File: src/rtl/mbist_pkg.sv
`timescale 1ns/1ps
package mbist_pkg;

    // Element numbers are reported in the failure log, so the values matter.
    typedef enum logic [2:0] {
        EL_NONE    = 3'd0,
        EL_W0      = 3'd1,
        EL_UP_R0W1 = 3'd2,
        EL_UP_R1W0 = 3'd3,
        EL_DN_R0W1 = 3'd4,
        EL_DN_R1W0 = 3'd5,
        EL_UP_R0   = 3'd6
    } march_elem_e;

    typedef enum logic [1:0] {
        ST_IDLE,
        ST_RUN,
        ST_FLUSH,
        ST_DONE
    } seq_state_e;

    // One memory operation; 'one' selects the all-ones word (write data or expected data).
    typedef struct packed {
        logic rd;
        logic wr;
        logic one;
    } mem_op_t;

    // Tag travelling with a read to the compare stage.
    typedef struct packed {
        logic        valid;
        logic        one;
        logic [2:0]  elem;
    } rd_tag_t;

    function automatic logic elem_has_read(input march_elem_e e);
        return (e != EL_W0) && (e != EL_NONE);
    endfunction

    function automatic logic elem_has_write(input march_elem_e e);
        return (e != EL_UP_R0) && (e != EL_NONE);
    endfunction

    function automatic logic elem_down(input march_elem_e e);
        return (e == EL_DN_R0W1) || (e == EL_DN_R1W0);
    endfunction

    function automatic logic elem_read_val(input march_elem_e e);
        return (e == EL_UP_R1W0) || (e == EL_DN_R1W0);
    endfunction

    function automatic logic elem_write_val(input march_elem_e e);
        return (e == EL_UP_R0W1) || (e == EL_DN_R0W1);
    endfunction

    function automatic march_elem_e elem_next(input march_elem_e e);
        case (e)
            EL_W0:      return EL_UP_R0W1;
            EL_UP_R0W1: return EL_UP_R1W0;
            EL_UP_R1W0: return EL_DN_R0W1;
            EL_DN_R0W1: return EL_DN_R1W0;
            EL_DN_R1W0: return EL_UP_R0;
            default:    return EL_NONE;
        endcase
    endfunction

endpackage

File: src/rtl/mbist_addr_gen.sv
`timescale 1ns/1ps
module mbist_addr_gen #(
    parameter int DEPTH  = 16,
    parameter int ADDR_W = $clog2(DEPTH)
) (
    input  logic              clk,
    input  logic              rst,
    input  logic              load,
    input  logic              load_down,
    input  logic              step,
    input  logic              down,
    output logic [ADDR_W-1:0] addr,
    output logic              last
);
    localparam logic [ADDR_W-1:0] TOP_ADDR = ADDR_W'(DEPTH - 1);

    always_ff @(posedge clk) begin
        if (rst) begin
            addr <= '0;
        end else if (load) begin
            addr <= load_down ? TOP_ADDR : '0;
        end else if (step) begin
            addr <= down ? addr - ADDR_W'(1) : addr + ADDR_W'(1);
        end
    end

    assign last = down ? (addr == '0) : (addr == TOP_ADDR);

endmodule

File: src/rtl/mbist_seq.sv
`timescale 1ns/1ps
module mbist_seq
    import mbist_pkg::*;
(
    input  logic        clk,
    input  logic        rst,
    input  logic        start,
    input  logic        addr_last,
    output logic        accept,
    output logic        load,
    output logic        load_down,
    output logic        step,
    output logic        down,
    output mem_op_t     op,
    output march_elem_e elem,
    output logic        done
);
    seq_state_e state;
    logic       phase;
    logic       pair;
    logic       op_end;

    assign accept = start && ((state == ST_IDLE) || (state == ST_DONE));
    assign pair   = elem_has_read(elem) && elem_has_write(elem);
    assign op_end = (state == ST_RUN) && (!pair || phase);
    assign down   = elem_down(elem);
    assign done   = (state == ST_DONE);

    always_comb begin
        op = '0;
        if (state == ST_RUN) begin
            op.rd  = elem_has_read(elem) && !phase;
            op.wr  = elem_has_write(elem) && (!elem_has_read(elem) || phase);
            op.one = op.rd ? elem_read_val(elem) : elem_write_val(elem);
        end
    end

    assign step      = op_end && !addr_last;
    assign load      = accept || (op_end && addr_last && (elem != EL_UP_R0));
    assign load_down = accept ? 1'b0 : elem_down(elem_next(elem));

    always_ff @(posedge clk) begin
        if (rst) begin
            state <= ST_IDLE;
            elem  <= EL_NONE;
            phase <= 1'b0;
        end else begin
            case (state)
                ST_IDLE, ST_DONE: begin
                    if (start) begin
                        state <= ST_RUN;
                        elem  <= EL_W0;
                        phase <= 1'b0;
                    end
                end
                ST_RUN: begin
                    if (op_end) begin
                        phase <= 1'b0;
                        if (addr_last) begin
                            if (elem == EL_UP_R0) begin
                                state <= ST_FLUSH;
                                elem  <= EL_NONE;
                            end else begin
                                elem <= elem_next(elem);
                            end
                        end
                    end else begin
                        phase <= 1'b1;
                    end
                end
                ST_FLUSH: state <= ST_DONE;
                default:  state <= ST_IDLE;
            endcase
        end
    end

endmodule

File: src/rtl/mbist_resp.sv
`timescale 1ns/1ps
module mbist_resp
    import mbist_pkg::*;
#(
    parameter int DATA_W = 8,
    parameter int ADDR_W = 4
) (
    input  logic              clk,
    input  logic              rst,
    input  logic              clear,
    input  logic              issue,
    input  logic              exp_one,
    input  logic [ADDR_W-1:0] issue_addr,
    input  logic [2:0]        issue_elem,
    input  logic [DATA_W-1:0] rdata,
    output logic              fail,
    output logic [ADDR_W-1:0] fail_addr,
    output logic [2:0]        fail_elem,
    output logic              fail_one
);
    rd_tag_t           tag_q;
    logic [ADDR_W-1:0] addr_q;
    logic              mismatch;

    always_ff @(posedge clk) begin
        if (rst || clear) begin
            tag_q  <= '0;
            addr_q <= '0;
        end else begin
            tag_q.valid <= issue;
            tag_q.one   <= exp_one;
            tag_q.elem  <= issue_elem;
            addr_q      <= issue_addr;
        end
    end

    assign mismatch = tag_q.valid && (rdata != {DATA_W{tag_q.one}});

    always_ff @(posedge clk) begin
        if (rst || clear) begin
            fail      <= 1'b0;
            fail_addr <= '0;
            fail_elem <= '0;
            fail_one  <= 1'b0;
        end else if (mismatch && !fail) begin
            fail      <= 1'b1;
            fail_addr <= addr_q;
            fail_elem <= tag_q.elem;
            fail_one  <= tag_q.one;
        end
    end

endmodule

File: src/rtl/mbist_marchc.sv
`timescale 1ns/1ps
module mbist_marchc
    import mbist_pkg::*;
#(
    parameter int DEPTH  = 16,
    parameter int DATA_W = 8,
    parameter int ADDR_W = $clog2(DEPTH)
) (
    input  logic              clk,
    input  logic              rst,
    input  logic              start,
    output logic              done,
    output logic              pass,
    output logic              fail,
    output logic [ADDR_W-1:0] mem_addr,
    output logic              mem_we,
    output logic              mem_re,
    output logic [DATA_W-1:0] mem_wdata,
    input  logic [DATA_W-1:0] mem_rdata,
    output logic [ADDR_W-1:0] fail_addr,
    output logic [2:0]        fail_elem,
    output logic [DATA_W-1:0] fail_expect
);
    mem_op_t     op;
    march_elem_e elem;
    logic        accept, load, load_down, step, down, addr_last;
    logic        fail_one;

    mbist_seq u_seq (
        .clk       (clk),
        .rst       (rst),
        .start     (start),
        .addr_last (addr_last),
        .accept    (accept),
        .load      (load),
        .load_down (load_down),
        .step      (step),
        .down      (down),
        .op        (op),
        .elem      (elem),
        .done      (done)
    );

    mbist_addr_gen #(.DEPTH(DEPTH), .ADDR_W(ADDR_W)) u_addr (
        .clk       (clk),
        .rst       (rst),
        .load      (load),
        .load_down (load_down),
        .step      (step),
        .down      (down),
        .addr      (mem_addr),
        .last      (addr_last)
    );

    mbist_resp #(.DATA_W(DATA_W), .ADDR_W(ADDR_W)) u_resp (
        .clk        (clk),
        .rst        (rst),
        .clear      (accept),
        .issue      (op.rd),
        .exp_one    (op.one),
        .issue_addr (mem_addr),
        .issue_elem (3'(elem)),
        .rdata      (mem_rdata),
        .fail       (fail),
        .fail_addr  (fail_addr),
        .fail_elem  (fail_elem),
        .fail_one   (fail_one)
    );

    assign mem_we      = op.wr;
    assign mem_re      = op.rd;
    assign mem_wdata   = (op.wr && op.one) ? '1 : '0;
    assign fail_expect = {DATA_W{fail_one}};
    assign pass        = done && !fail;

endmodule

File: config.mk
export PLATFORM = sky130hd
export DESIGN_NAME = mbist_marchc
export DESIGN_NICKNAME = d
export VERILOG_FILES = /design/src/rtl/mbist_pkg.sv /design/src/rtl/mbist_addr_gen.sv /design/src/rtl/mbist_seq.sv /design/src/rtl/mbist_resp.sv /design/src/rtl/mbist_marchc.sv
export SDC_FILE = /design/constraint.sdc
export NUM_CORES = 1
export LEC_CHECK = 0
export ABC_CLOCK_PERIOD_IN_PS = 2900
export BUFFER_PORTS_ARGS = -buffer_cell sky130_fd_sc_hd__buf_2
export CORE_MARGIN = 2
export CORE_UTILIZATION = 56
export CTS_CLUSTER_SIZE = 8
export DETAILED_ROUTE_END_ITERATION = 10
export PLACE_DENSITY = 0.84
export REMOVE_ABC_BUFFERS = 1
export SYNTH_ARGS = -nofsm -noshare
export SYNTH_HDL_FRONTEND = slang
export SYNTH_SLANG_ARGS = --single-unit
File: constraint.sdc
create_clock -name clk -period 2.9 [get_ports clk]
set_input_delay 0 -clock clk [delete_from_list [all_inputs] [get_ports clk]]
set_output_delay 0 -clock clk [all_outputs]
set_load 0.01 [all_outputs]
# After elaboration in Yosys (flattened, before gate mapping)

Cells that the tools add are included.

Reductions and logical operators: 37
Eq/ne operators: 19
Add/sub/neg operators: 2
Muxes and demuxes: 23

Operator list:

| operator                                                           | count |
|---|---|
| 4-bit 2-to-1 mux                                                   | 4 |
| 3-bit == test, second input constant                               | 5 |
| 3-bit 2-to-1 mux                                                   | 5 |
| 3-bit case mux with 5 select lines                                 | 1 |
| 1-bit logical AND                                                  | 14 |
| 1-bit logical OR                                                   | 9 |
| 2-bit 2-to-1 mux                                                   | 4 |
| 8-bit 2-to-1 mux                                                   | 1 |
| 8-bit != test                                                      | 1 |
| 4-bit AND reduction                                                | 2 |
| 3-bit by 2-bit == test with 1-bit output, second input constant    | 2 |
| 2-bit case mux with 3 select lines                                 | 1 |
| 3-bit case mux with 2 select lines                                 | 1 |
| 1-bit logical NOT                                                  | 5 |
| 1-bit 2-to-1 mux                                                   | 5 |
| 4-bit by 1-bit adder with 4-bit output, second input constant      | 1 |
| 2-bit == test, second input constant                               | 2 |
| 4-bit == test, second input constant                               | 1 |
| 4-bit logical NOT                                                  | 1 |
| 2-bit by 1-bit != test with 1-bit output, second input constant    | 2 |
| 2-bit != test, second input constant                               | 2 |
| 2-bit nonzero test                                                 | 2 |
| 4-bit by 1-bit subtractor with 4-bit output, second input constant | 1 |
| 3-bit by 1-bit == test with 1-bit output, second input constant    | 1 |
| 8 further kinds                                                    | 8 |

Flip-flop bits (word level): 28
Word-level logic and storage cells: 93
Output and inout port bits: 32
Bits of input ports: 11

# Depth between registers and ports, before layout

Word-level depth: 10
Mapped depth: 8
Mapped depth without buffers: 7

# By module

From an unflattened synthesis, not the netlist that was laid out.

Cells, all modules: 184
Area total of the unflattened synthesis: 1620.3 µm²

Modules (own cells, without submodules):

| module         | cells each | instances | area an instance (µm²) | seq. area each (µm²) |
|---|---|---|---|---|
| mbist_resp     | 68         | 1         | 683.2                  | 360.3 |
| mbist_seq      | 63         | 1         | 501.7                  | 120.1 |
| mbist_addr_gen | 36         | 1         | 302.8                  | 80.1 |
| mbist_marchc   | 17         | 1         | 132.6                  | 0.0 |

# Worst setup path before layout

Ideal clock, no wire load.

Path kind: reg2reg
Start point: register u_seq.elem[1]
End point: register u_addr.addr[3]
Stages on the path, launching flop included: 9
Setup time: 86 ps
Path buffers: 1
Required time: 2814 ps
Path slack: 1028 ps
Clock period less this slack: 1872 ps
Data arrival time: 1785 ps
Cells stage by stage: dfxtp_1 buf_2 inv_1 ha_1 ha_1 a21o_1 a21oi_1 xnor2_1 a221oi_2

Word-level cells in the longest chain between the ends: 10
Elaborated cells between the ends (all ways): 31
Classes of those cells: eq/ne: 9; mux: 7; reduce/logical: 15

RTL lines:

| what                                                                                        | RTL line             | RTL |
|---|---|---|
| from (decl)                                                                                 | mbist_seq.sv:15      | `output march_elem_e elem,` |
| from (signal assigned)                                                                      | mbist_seq.sv:64      | `elem <= elem_next(elem);` |
| parallel branches: the longest is 10 deep, another holds 3-bit case mux with 5 select lines | -                    |  |
| to (signal assigned)                                                                        | mbist_addr_gen.sv:21 | `addr <= load_down ? TOP_ADDR : '0;` |
| to (signal assigned)                                                                        | mbist_addr_gen.sv:23 | `addr <= down ? addr - ADDR_W'(1) : addr + ADDR_W'(1);` |
| to (decl)                                                                                   | mbist_addr_gen.sv:12 | `output logic [ADDR_W-1:0] addr,` |

Several ways; the timed one is not identified. The select of a mux whose other input is x is not followed.
A chain may end at the register's enable or synchronous reset.

# Worst setup path after layout

Start point: register u_seq.state[1]
End point: output port mem_wdata[5]

Word-level cells in the longest chain between the ends: 4

RTL lines:

| what                                     | RTL line           | RTL |
|---|---|---|
| from (decl)                              | mbist_seq.sv:18    | `seq_state_e state;` |
| from (signal assigned)                   | mbist_seq.sv:44    | `state <= ST_IDLE;` |
| from (signal assigned)                   | mbist_seq.sv:51    | `state <= ST_RUN;` |
| from (signal assigned)                   | mbist_seq.sv:61    | `state <= ST_FLUSH;` |
| 2-bit by 1-bit == test with 1-bit output | mbist_seq.sv:31    | `if (state == ST_RUN) begin` |
| 3-bit 2-to-1 mux                         | mbist_seq.sv:31    |  |
| 1-bit logical AND                        | mbist_marchc.sv:72 | `assign mem_wdata = (op.wr && op.one) ? '1 : '0;` |
| 8-bit 2-to-1 mux                         | mbist_marchc.sv:72 |  |
| to (decl)                                | mbist_marchc.sv:18 | `output logic [DATA_W-1:0] mem_wdata,` |

Every way passes these cells.

==> reports/results.ini <==
[layout]
antennaDiodeCount=0
area_growth_syn_to_layout_pct=10.08
layout.nets=220
multiInputGateArea_um2=892.1
fin_area_mm2=0.001777
seqCellArea_um2=560.5
fillCellCount=231
drive_above_1_share=0.3000

[logic_synthesis]
ys_seq_area_frac=0.3473
syn_area_mm2=0.001614
avgSynthCellArea_um2=9.223
synth.top_cells.by_area=dfxtp_1 35%, buf_4 7.0%, ha_1 5.4%
ys.warnings.count=0
synth_edf_count=0
syn_inst=175
yosysUniqueCellTypes=44
yosysMostFrequentCell=dfxtp_1
ys_async_sr_fraction=0
synthFlopType=dfxtp_1
synth-seq-cells=28
synth.top_cells.by_count=28 x dfxtp_1, 22 x nor2_1, 15 x buf_4
synth.largest_area_cell=dfxtp_1
synth_top_area_frac=0.3473

[outcome]
outcome=complete, no violations

[floorplan]
start_util=0.5853
die_w_um=57.69
io_pins=43
std_cell_rows=19
die_area_mm2=0.003328
coreArea_mm2=0.002758
dieHeight_um=57.69

[timing]
drv_slew=0
relSlewSlack=0.6026
fmax_mhz=439.1
finClkSkew_ps=4.298
fin_crit_sh=0.7854
finalSetupViolCount=0
worst_pin_slew_ps=589.9
finalHoldViolations=0
fin_tns_setup_ps=0
hold_ws_ps=31.61
fin_crit_ps=2278
rsz0062_at_grt=false

[worst_setup_path]
critPathLaunchType=flop
worst_r2r_endpoint=u_seq.elem[2]
worst_r2r_path_depth=7
worstPathCellList=inv_1 > ha_1 > o21ai_0 > nor3_1 > buf_2
path_class=reg2out
slowest_stage=ha_1
reg2reg_from=u_seq.elem[2]
crit_arrival_ps=2280
endpoint_kind=output pin
rrSetupSlack_ps=740
cp_max_fo=13
required_ps=2900
cp_slowest_stage_delay_ps=540

[placement]
gp_congestion=0.8585
dpl_cell_area_mm2=0.001724
dp_hpwl_um=2473
io_buffers=42

[clocking]
ctsHoldBuffers=0
clockRootBuffer=clkbuf_4
post_cts_resized=0
cts_tree=built
ctsLongestPathBuffers=2
cts.sinks=28
clkLatencyLatePin_ps=320
cts_max_level=1
post_cts_buffers=0
cts_buffers=3
cts.clk_slew.worst_paths_ps=140

[detailed_routing]
totalWireLength_um=3230
drt_iter0_drc=39
vias_per_cell=5.719
dr.pass1.iters=4
dr_total_vias=1321
drcViolationCount=0
route.detailed.wl_per_inst_um=13.98
ant_nets=0

[min_path]
min_path_cells=2
holdPathEnd=u_seq.elem[0]
min_from=rst
hp-class=in2reg

[global_route]
grt_pass1_vias=1240
grt.busiest_layer=met2
grt_max_degree=17
grt_use_met2=0.3847
use_met3=0.02902
grt.total_usage=0.2049
overflow=0
antenna_found_initial=0
grt_pass1_wl_um=5333
use_met1=0.2326

[pwr]
power.total_mw=1.356
peakVddDrop_v=0.0005050
power.density_mw_per_mm2=763.5
p_leak_nw=0.8611

[run]
cap_violations=0

## flip-flops by register name, summed over array words and instances, names as in the netlist
register          count
u_resp.fail           1
u_seq.state           2
u_seq.phase           1
u_resp.fail_addr      4
u_addr.addr           4
u_resp.addr_q         4
u_seq.elem            3
u_resp.tag_q          5
u_resp.fail_elem      3
u_resp.fail_one       1
## metal layers
metal  routed length (µm)  part of all wire
met1                 1319              0.41
met2                 1641              0.51
met3                  187             0.058
met4                   81             0.025
met5                    0                 0
## cell usage in the layout, fill, tap and decap left out, drive strengths merged, types with 5 or more instances in the layout
master,netlist,final
buf,18,42
dfxtp,28,28
nor2,22,22
nand2,9,9
a21oi,9,9
mux2i,9,9
ha,7,7
o21ai,7,7
inv,6,6
and2,6,6
o211ai,5,5
a221oi,5,5
## worst max path at each step
stage              startpoint             end  cells past startpoint
2_1_floorplan  u_seq.state[0]    mem_wdata[0]                      3
3_3_place_gp    u_seq.elem[1]  u_addr.addr[2]                      6
3_5_place_dp    u_seq.elem[2]   u_seq.elem[1]                      7
4_1_cts        u_seq.state[0]    mem_wdata[5]                      4
5_1_grt        u_seq.state[0]    mem_wdata[1]                      4
6_report       u_seq.state[1]    mem_wdata[5]                      5
## metrics by stage
stage / utilization / cells / setup WS, ps
CTS: 0.6443 / 231 / 626.2
finish: 0.6443 / 231 / 622.4
global route: 0.6443 / 231 / 348.8
detailed placement: 0.6252 / 227 / 777.8
global placement: 0.6252 / 227 / 917.4
floorplan: - / 154 / 243.7
## layout make-up
cell class | count | area share
multi-input cells | 120 | 0.5021
flip-flops and latches | 28 | 0.3155
repair buffers | 42 | 0.1183
well taps | 31 | 0.02183
clock inverters | 1 | 0.01690
clock buffers | 3 | 0.01268
inverters | 6 | 0.01268
## power by group
group	total, mW	switching [mW]	internal, mW
registers	0.529	0.0856	0.443
clock network	0.250	0.110	0.140
logic	0.578	0.336	0.241
total	1.36	0.532	0.824
## worst max-delay path, delay by kind of cell, from the launching register on
kind                     cells  cell delay (ps)
buffers and inverters        2              360
AO/OA/AOI/OAI                1              230
AND/OR/NAND/NOR              1              470
flip-flops                   1              360
adder cells (fa/ha/maj)      1              540
## logic make-up (layout without fill, tap and decap cells)
group           after synthesis  in the layout  share of synthesized area
simple gates                 61             61                     0.2016
mux                          11             11                    0.07984
flops                        28             28                     0.3473
buf+inv                      27             52                     0.1000
fa+ha+maj                     8              8                    0.06666
compound gates               34             34                     0.1721
xor+xnor                      6              6                    0.03256
Note: power is estimated with default switching activity, not from simulation.
